## config.mk

```make
export PLATFORM = sky130hd
export DESIGN_NAME = aql_top
export DESIGN_NICKNAME = d
export VERILOG_FILES = /design/src/rtl/aql_pkg.sv /design/src/rtl/aql_slot_ring.sv /design/src/rtl/aql_alloc.sv /design/src/rtl/aql_waiter.sv /design/src/rtl/aql_top.sv
export SDC_FILE = /design/constraint.sdc
export NUM_CORES = 1
export LEC_CHECK = 0
export CORE_UTILIZATION = 57
export DETAILED_ROUTE_END_ITERATION = 8
export DONT_BUFFER_PORTS = 1
export PLACE_DENSITY = 0.86
export SLEW_MARGIN = 5
export SYNTH_ARGS = -nofsm -noshare
export SYNTH_HDL_FRONTEND = slang
export SYNTH_SLANG_ARGS = --single-unit
```

## constraint.sdc

```tcl
create_clock -name clk -period 4.8 [get_ports clk]
set_input_delay 0.24 -clock clk [delete_from_list [all_inputs] [get_ports clk]]
set_output_delay 0.24 -clock clk [all_outputs]
set_load 0.02 [all_outputs]
```

## src/rtl/aql_pkg.sv

```systemverilog
package aql_pkg;

   typedef enum logic {
      MUST_WAIT = 1'b0,
      HAS_LOCK  = 1'b1
   } slot_flag_e;

   function automatic int ring_add(input int base, input int delta, input int modulus);
      return (base + delta) % modulus;
   endfunction

endpackage

```

## src/rtl/aql_slot_ring.sv

```systemverilog
module aql_slot_ring #(
   parameter int SLOTS = 4,
   localparam int SLOT_W = $clog2(SLOTS)
) (
   input  logic              clk,
   input  logic              rst_n,
   input  logic              rel_fire,
   input  logic [SLOT_W-1:0] rel_slot,
   output logic [SLOTS-1:0]  holding_o
);
   import aql_pkg::*;

   for (genvar s = 0; s < SLOTS; s++) begin : g_slot
      localparam int PREV = ring_add(s, SLOTS - 1, SLOTS);
      slot_flag_e flag_q;

      always_ff @(posedge clk or negedge rst_n) begin
         if (!rst_n) begin
            flag_q <= (s == 0) ? HAS_LOCK : MUST_WAIT;
         end else if (rel_fire) begin
            if (rel_slot == SLOT_W'(s)) begin
               flag_q <= MUST_WAIT;
            end else if (rel_slot == SLOT_W'(PREV)) begin
               flag_q <= HAS_LOCK;
            end
         end
      end

      assign holding_o[s] = (flag_q == HAS_LOCK);
   end

endmodule

```

## src/rtl/aql_alloc.sv

```systemverilog
module aql_alloc #(
   parameter int N_REQ      = 4,
   parameter int SLOTS      = 4,
   parameter bit OVF_STICKY = 1'b1,
   localparam int SLOT_W = $clog2(SLOTS),
   localparam int CNT_W  = $clog2(SLOTS + 1)
) (
   input  logic                    clk,
   input  logic                    rst_n,
   input  logic [N_REQ-1:0]        want,
   input  logic                    rel_fire,
   output logic [N_REQ-1:0]        accept,
   output logic [N_REQ*SLOT_W-1:0] new_slot,
   output logic [CNT_W-1:0]        occ_o,
   output logic                    overflow_o
);
   import aql_pkg::*;

   logic [SLOT_W-1:0] next_q;
   logic [CNT_W-1:0]  occ_q;
   logic              ovf_q;
   logic              drop;
   int                taken;

   always_comb begin
      taken    = 0;
      drop     = 1'b0;
      accept   = '0;
      new_slot = '0;
      for (int i = 0; i < N_REQ; i++) begin
         if (want[i]) begin
            if ((int'(occ_q) + taken) < SLOTS) begin
               accept[i] = 1'b1;
               new_slot[i*SLOT_W +: SLOT_W] = SLOT_W'(ring_add(int'(next_q), taken, SLOTS));
               taken = taken + 1;
            end else begin
               drop = 1'b1;
            end
         end
      end
   end

   always_ff @(posedge clk or negedge rst_n) begin
      if (!rst_n) begin
         next_q <= '0;
         occ_q  <= '0;
      end else begin
         next_q <= SLOT_W'(ring_add(int'(next_q), taken, SLOTS));
         occ_q  <= CNT_W'(int'(occ_q) + taken - (rel_fire ? 1 : 0));
      end
   end

   if (OVF_STICKY) begin : g_ovf_sticky
      always_ff @(posedge clk or negedge rst_n) begin
         if (!rst_n) ovf_q <= 1'b0;
         else        ovf_q <= ovf_q | drop;
      end
   end else begin : g_ovf_pulse
      always_ff @(posedge clk or negedge rst_n) begin
         if (!rst_n) ovf_q <= 1'b0;
         else        ovf_q <= drop;
      end
   end

   assign occ_o      = occ_q;
   assign overflow_o = ovf_q;

endmodule

```

## src/rtl/aql_waiter.sv

```systemverilog
module aql_waiter #(
   parameter int SLOTS = 4,
   localparam int SLOT_W = $clog2(SLOTS)
) (
   input  logic              clk,
   input  logic              rst_n,
   input  logic              accept,
   input  logic [SLOT_W-1:0] new_slot,
   input  logic              rel_req,
   input  logic [SLOTS-1:0]  holding,
   output logic              queued_o,
   output logic              grant_o,
   output logic              rel_fire_o,
   output logic [SLOT_W-1:0] slot_o
);
   logic              queued_q;
   logic [SLOT_W-1:0] slot_q;

   assign grant_o    = queued_q & holding[slot_q];
   assign rel_fire_o = rel_req & grant_o;

   always_ff @(posedge clk or negedge rst_n) begin
      if (!rst_n) begin
         queued_q <= 1'b0;
         slot_q   <= '0;
      end else if (accept) begin
         queued_q <= 1'b1;
         slot_q   <= new_slot;
      end else if (rel_fire_o) begin
         queued_q <= 1'b0;
      end
   end

   assign queued_o = queued_q;
   assign slot_o   = slot_q;

endmodule

```

## src/rtl/aql_top.sv

```systemverilog
module aql_top #(
   parameter int N_REQ      = 4,
   parameter int SLOTS      = 4,
   parameter bit OVF_STICKY = 1'b1,
   localparam int SLOT_W = $clog2(SLOTS),
   localparam int CNT_W  = $clog2(SLOTS + 1)
) (
   input  logic                    clk,
   input  logic                    rst_n,
   input  logic [N_REQ-1:0]        acq_i,
   input  logic [N_REQ-1:0]        rel_i,
   output logic [N_REQ-1:0]        grant_o,
   output logic [N_REQ-1:0]        queued_o,
   output logic [N_REQ*SLOT_W-1:0] slot_o,
   output logic                    overflow_o
);

   if (SLOTS < 2) begin : g_bad_slots
      $error("aql_top: SLOTS must be at least 2");
   end
   if (N_REQ < 1) begin : g_bad_req
      $error("aql_top: N_REQ must be at least 1");
   end

   logic [N_REQ-1:0]        want;
   logic [N_REQ-1:0]        accept;
   logic [N_REQ-1:0]        rel_fire_vec;
   logic [N_REQ*SLOT_W-1:0] new_slot;
   logic [SLOTS-1:0]        holding;
   logic [CNT_W-1:0]        occ;
   logic                    rel_fire;
   logic [SLOT_W-1:0]       rel_slot;

   assign want = acq_i & ~queued_o;

   aql_alloc #(
      .N_REQ     (N_REQ),
      .SLOTS     (SLOTS),
      .OVF_STICKY(OVF_STICKY)
   ) u_alloc (
      .clk       (clk),
      .rst_n     (rst_n),
      .want      (want),
      .rel_fire  (rel_fire),
      .accept    (accept),
      .new_slot  (new_slot),
      .occ_o     (occ),
      .overflow_o(overflow_o)
   );

   aql_slot_ring #(
      .SLOTS(SLOTS)
   ) u_ring (
      .clk      (clk),
      .rst_n    (rst_n),
      .rel_fire (rel_fire),
      .rel_slot (rel_slot),
      .holding_o(holding)
   );

   for (genvar i = 0; i < N_REQ; i++) begin : g_req
      aql_waiter #(
         .SLOTS(SLOTS)
      ) u_waiter (
         .clk       (clk),
         .rst_n     (rst_n),
         .accept    (accept[i]),
         .new_slot  (new_slot[i*SLOT_W +: SLOT_W]),
         .rel_req   (rel_i[i]),
         .holding   (holding),
         .queued_o  (queued_o[i]),
         .grant_o   (grant_o[i]),
         .rel_fire_o(rel_fire_vec[i]),
         .slot_o    (slot_o[i*SLOT_W +: SLOT_W])
      );
   end

   always_comb begin
      rel_slot = '0;
      for (int i = 0; i < N_REQ; i++) begin
         rel_slot = rel_slot | (slot_o[i*SLOT_W +: SLOT_W] & {SLOT_W{rel_fire_vec[i]}});
      end
   end

   assign rel_fire = |rel_fire_vec;

endmodule

```

; Yosys cells after proc, flatten, opt, wreduce, memory -nomap -nowiden
; Index checks and enable logic that the tools add are counted.
[word_totals]
ram_bits = 0
output_inout_bits = 17
ff_bits = 22
in_bits = 10
memories = 0
elab_cells = 127
latch_bits = 0
romBits = 0
[op_classes]
multipliers = 0
div_mod_pow = 0
n_eq_ne = 3
shifts = 0
n_bitwise = 18
n_mux = 57
n_reduce_logical = 14
order_cmp = 8
add_sub_neg = 12
[ops]
columns = operator, n
row1 = $mux W32, 4
row2 = $lt A32 B4 Y1 const B, 3
row3 = $add A4 B32 Y32, 2
row4 = $mux W1, 39
row5 = $add A32 B2 Y32 const B, 1
row6 = $mux W2, 8
row7 = $reduce_bool A2 Y1, 8
row8 = $lt A2 B3 Y1 const B, 4
row9 = $add A2 B2 Y2, 4
row10 = $and A1 B1 Y1, 8
row11 = $and A2 B2 Y2, 4
row12 = $bmux W1 S2, 4
row13 = $reduce_and A2 Y1, 4
row14 = $mux W3, 2
row15 = $or A2 B2 Y2, 3
row16 = $add A3 B1 Y4, 1
row17 = $and A4 B4 Y4, 1
row18 = $eq A2 B2 Y1 const B, 2
row19 = $not A4 Y4, 1
row20 = $reduce_or A4 Y1, 1
row21 = $add A3 B2 Y3 const B, 1
row22 = $add A3 B3 Y3, 1
row23 = $lt A3 B3 Y1 const B, 1
row24 = $sub A3 B3 Y3, 1
row25 = 4 further kinds, 4

; Depth between registers and ports, before layout
[depth]
ltp_word = 17
ltp_mapped = 18
depth_no_buf = 17

; Hierarchy
; Synthesis repeated with hierarchy kept, for this count alone.
[hier_totals]
hier_cells = 165
area_unflattened_um2 = 1778.0
[by_module_without_submodules]
columns = mod, cells_per_inst, instances, area_each_um2, seq_area_each_um2
row1 = aql_waiter, 14, 4, 185.2, 75.1
row2 = aql_alloc, 74, 1, 720.7, 150.1
row3 = aql_slot_ring, 24, 1, 246.5, 101.3
row4 = aql_top, 11, 1, 70.1, 0.0

; Worst setup path before layout
; OpenSTA, ideal clock, no wires.
[synth_path]
path_type = flip-flop to flip-flop
startpoint = register g_req[0].u_waiter.queued_q
endpoint = register u_alloc.occ_q[2], in the netlist u_alloc.occ_o[2]
synth_period_minus_slack_ns = 4.524
n_path_buf = 1
path_slack_ns = 0.276
setup_ns = 0.129
arrival_ns = 4.395
required_time_ns = 4.671
stages_incl_launch_ff = 19
cell_sequence = dfrtp_1 -> nand2b_4 -> a2111oi_4 -> ha_1 -> nand2_1 -> o31a_4 -> mux2_2 -> ha_1 -> or3_1 -> a211o_1 -> buf_6 -> mux2i_4 -> ha_1 -> inv_1 -> fa_1 -> xor2_1 -> xnor2_1 -> xnor2_1 -> xor2_1
[synth_between]
elab_chain_len = 17
word_cells_on_any_way = 24
classes_between = 8 x add/sub / 3 x order compare / 8 x mux / 4 x bitwise / 1 x reduce/logical
[synth_rtl]
columns = element, line_no
row1 = start: declaration, aql_waiter.sv:16  ; logic queued_q;
row2 = start signal: assignment, aql_waiter.sv:24  ; queued_q <= 1'b0;
row3 = start signal: assignment, aql_waiter.sv:27  ; queued_q <= 1'b1;
row4 = start signal: assignment, aql_waiter.sv:30  ; queued_q <= 1'b0;
row5 = $not A4 Y4, aql_top.sv:34  ; assign want = acq_i & ~queued_o;
row6 = $and A4 B4 Y4, aql_top.sv:34
row7 = $mux W1, aql_alloc.sv:31  ; if (want[i]) begin
row8 = $add A3 B1 Y4, aql_alloc.sv:32  ; if ((int'(occ_q) + taken) < SLOTS) begin
row9 = $lt A32 B4 Y1, aql_alloc.sv:32
row10 = $mux W32, aql_alloc.sv:32
row11 = $mux W32, aql_alloc.sv:31
row12 = $add A4 B32 Y32, aql_alloc.sv:32
row13 = $lt A32 B4 Y1, aql_alloc.sv:32
row14 = $mux W32, aql_alloc.sv:32
row15 = $mux W32, aql_alloc.sv:31
row16 = $add A4 B32 Y32, aql_alloc.sv:32
row17 = $lt A32 B4 Y1, aql_alloc.sv:32
row18 = $mux W3, aql_alloc.sv:32
row19 = $mux W3, aql_alloc.sv:31
row20 = $add A3 B3 Y3, aql_alloc.sv:49  ; occ_q <= CNT_W'(int'(occ_q) + taken - (rel_fire ? 1 : 0));
row21 = $sub A3 B3 Y3 (*), aql_alloc.sv:49
row22 = end signal: assignment, aql_alloc.sv:49
row23 = end: declaration, aql_alloc.sv:20  ; logic [CNT_W-1:0] occ_q;
; Mark *: on every way between the ends. The rest lies on a longest branch, timed or not.
; A chain may end at the register's enable or synchronous reset.

; Worst setup path after layout
; Ends and elaborated chain as after synthesis.

==> metrics.md <==
| Metric | Value |
|---|---|
| Multi-input gate area | ~900 um^2 |
| Post-cts gate resize count | 0 |
| Post-route cell area | about 0.0016 mm^2 |
| Post-synth top flop | dfrtp_1 |
| Slew HR | ~30% |
| Final hold vios | 0 |
| Largest family of logic cells by synthesized area | adder cells |
| Share of the synthesized area in the top cell type | roughly a third |
| Crit Path Category | reg2reg |
| Ys async rst share | 100% |
| Clock Pin Slew Worst Setup and Hold Paths | between 100 and 150 ps |
| Die Height | between 50 and 60 um |
| CP bufs+invs | 1 |
| Syn nets | 172 |
| Vias per inst | approximately 6.3 |
| Global-route wire length before repair | 5.42 mm |
| Critical Path AT | roughly 4800 ps |
| Total Routed Length | about 3.3 mm |
| Die area | around 0.0030 mm^2 |
| Sequential area share after synthesis | 34.7% |
| Seq pwr share | a little over half |
| Largest net degree at the start of global routing | 23 |
| WHS | around 110 ps |
| Mapped Area | ~0.0016 mm^2 |
| CTS tree | yes |
| CTS Buf Count | 3 |
| Clock share of power | between 20% and 30% |
| HP Class | in2reg |
| Slowest cell on crit path | fa_1 |
| Share of layout cells above drive strength 1 | 18.8% |
| Crit path max-delay family | adder cells |
| Detail Route Antenna Nets | 0 |
| Final Setup Violations | 0 |
| DP Area | 0.00158 mm^2 |
| Synth warn | 0 |
| Starting Density | a little over three fifths |
| Pre-antenna DRT Iters | 4 |
| Detailed Route Iter0 Violations | 36 |
| Endpoint class of the critical path | flop |
| Post-Synth XOR/XNOR Area | under 10% |
| Layout area overhead | 2.91% |
| Synthesis-stage register bit count | 22 |
| Vias in the first global route | 1171 |
| Setup Skew | roughly 3.5 ps |
| Largest stage delay, worst path | roughly 440 ps |
| Syn_area_per_cell | roughly 11 um^2 |
| Clk buf depth | 2 |
| Status | finished, final reports clean |
| Cell variety after synth | 36 |
| Reg area | roughly 550 um^2 |
| Die Width | approximately 55 um |
| RSZ-0062 raised after global routing | no |
| F_max | about 220 MHz |
| Wire per inst | around 19 um |
| Psw | 0.000123 W |
| Crit path required time | 5060 ps |
| CTS root buf | clkbuf_4 |
| Vias | 1095 |
| GRT Overall Usage | 26.8% |
| Comb pwr share | 20.3% |
| Pwr per Cell Area | about 250 mW/mm^2 |
| Max Cap Viol | 0 |
| Gpl congestion | 0.831 |
| Crit start category | flop |
| Post-Synth Simple-Gate Area | a little over a tenth |
| Switching share of total power | a little under a third |
| Synth Instances | 145 |
| Post-synth top area cell | dfrtp_1 |
| VDD IR max | 0.245 mV |
| DRC viols | 0 |
| Clk_lat worst skew | 320 ps |
| Core area | ~0.0025 mm^2 |
| Clock sink count | 22 |
| Period Utilization, post-route | between 90% and 100% |
| Antenna diodes | 0 |
| # fillers | ~200 |
| Fin crit period | roughly 4600 ps |
| # port buffers | 0 |
| EDFF count, synth | 0 |
| Worst-Margin Slew | roughly 1000 ps |
| LEAKAGE | around 0.80 nW |
| Most area-consuming cells after synthesis | dfrtp_1, ha_1, mux4_2 |
| Global route overflow | 0 |
| Htree depth | 1 |
| Final setup TNS | 0 ps |
| Max Fanout on Critical Path | 6 |
| Post-synthesis mux area share | 12.0% |
| Site row count | 18 |
| Critical path's most frequent cell | ha_1 |
| Nets | roughly 170 |
| Worst-path cell chain | nand2b_4, a2111oi_4, ha_1, nand2_1, o31a_4, mux2_2, ha_1, or3_1, a211o_1, mux2i_4, ha_1, inv_1, fa_1, xor2_1, xnor2_1, xnor2_1, xor2_1 |
| Most frequent cells in the layout | dfrtp_1, ha_1, inv_1 |
| Synth Area in Adders | ~14% |
| Initial antenna violation count | 0 |
| Commonest non-fill, non-tap cell in the layout | dfrtp_1 |
| Dpl hpwl | roughly 2.5 mm |
| Max Slew Vio Count | 0 |
| Internal power | 0.000280 W |
| Final Power | 0.000404 W |
| Io pins | 27 |
| Compound-Gate Fraction of Synth Area | between 10% and 20% |
## path summary, 6_finish.rpt
check	from	endpoint	slack (ps)	cells after the start
max	g_req[0].u_waiter.queued_o	u_alloc.occ_o[2]	250	17
max in group asynchronous	rst_n	g_req[1].u_waiter.slot_o[0]	3640	1
min reg2reg	u_ring.g_slot[0].flag_q	u_ring.g_slot[0].flag_q	610	2
min	acq_i[0]	g_req[0].u_waiter.queued_o	110	2
min in group asynchronous	rst_n	u_alloc.overflow_o	540	1
max reg2reg	g_req[0].u_waiter.queued_o	u_alloc.occ_o[2]	250	17
## worst reg2reg max path, delay by kind of cell, from the launching register on
kind                       cells  cell delay (ps)
buffers and inverters          1               50
adders and majority gates      4             1210
and+or+nand+nor                3              650
AOI/OAI and AO/OA              3              890
xor gates and xnor gates       4              680
DFF                            1              400
muxes                          2              620
## area by class of cell
| cell class | count | share of cell area [%] |
|---|---|---|
| Inverter | 14 | 3.21 |
| Clock buffer | 4 | 2.22 |
| Timing Repair Buffer | 7 | 3.37 |
| Tap cell | 30 | 2.30 |
| Multi-Input combinational cell | 97 | 55.2 |
| Sequential cell | 22 | 33.7 |
## repair_timing
| item | CTS | global route |
|---|---|---|
| hold buffers | 1 | 0 |
| setup buffers | 0 | 1 |
| endpoints found under the setup margin | 0 | 1 |
| endpoints found under the hold margin | 22 | 0 |
## per-layer routing
layer / global-route usage [%] / routed length (um) / share of wire (%) / vias up
li1: - / - / - / 500
met2: 43.0 / 1550 / 47 / 54
met1: 33.5 / 1370 / 42 / 533
met3: 6.94 / 286 / 8.7 / 8
met4: 12.4 / 75 / 2.3 / 0
met5: 0 / 0 / 0 / -
## power by group through the flow
stage / clock network, W / logic (W) / registers (W)
finish: 0.000109 / 0.0000818 / 0.000213
global route: 0.000115 / 0.0000932 / 0.000215
CTS: 0.000111 / 0.0000824 / 0.000214
detailed placement: 0 / 0.0000766 / 0.000217
global placement: 0 / 0.0000732 / 0.000217
floorplan: 0 / 0.0000653 / 0.000210
## flip-flops by register name, summed over array words and instances, names as in the netlist
| register | flops |
|---|---|
| g_req.u_waiter.slot_o | 8 |
| g_req.u_waiter.queued_o | 4 |
| u_alloc.next_q | 2 |
| u_alloc.occ_o | 3 |
| u_alloc.overflow_o | 1 |
| u_ring.g_slot.flag_q | 4 |
## kinds of logic after synthesis
logic type | Yosys count
compound gates | 25
xor+xnor | 13
fa+ha+maj | 17
buf+inv | 26
flops | 22
mux | 12
simple gates | 30
## through the flow
stage                     std cells  utilization [%]  setup WS [ps]
after floorplan                 145                -            276
after global placement          168             62.1            336
after detailed placement        168             62.1            201
after CTS                       173             64.0            159
after global routing            174             64.3           50.6
final                           174             64.3            249
## cells in the mapped netlist, drive strengths merged (4+ instances only)
cell type and number:
dfrtp 21, and2 6, mux2 7, mux4 4
xnor2 9, inv 14, o21ai 4, and3 4
buf 9, nand2 5, nand2b 4, ha 16
xor2 4, a21oi 8
(Power assumes the default switching activity.)
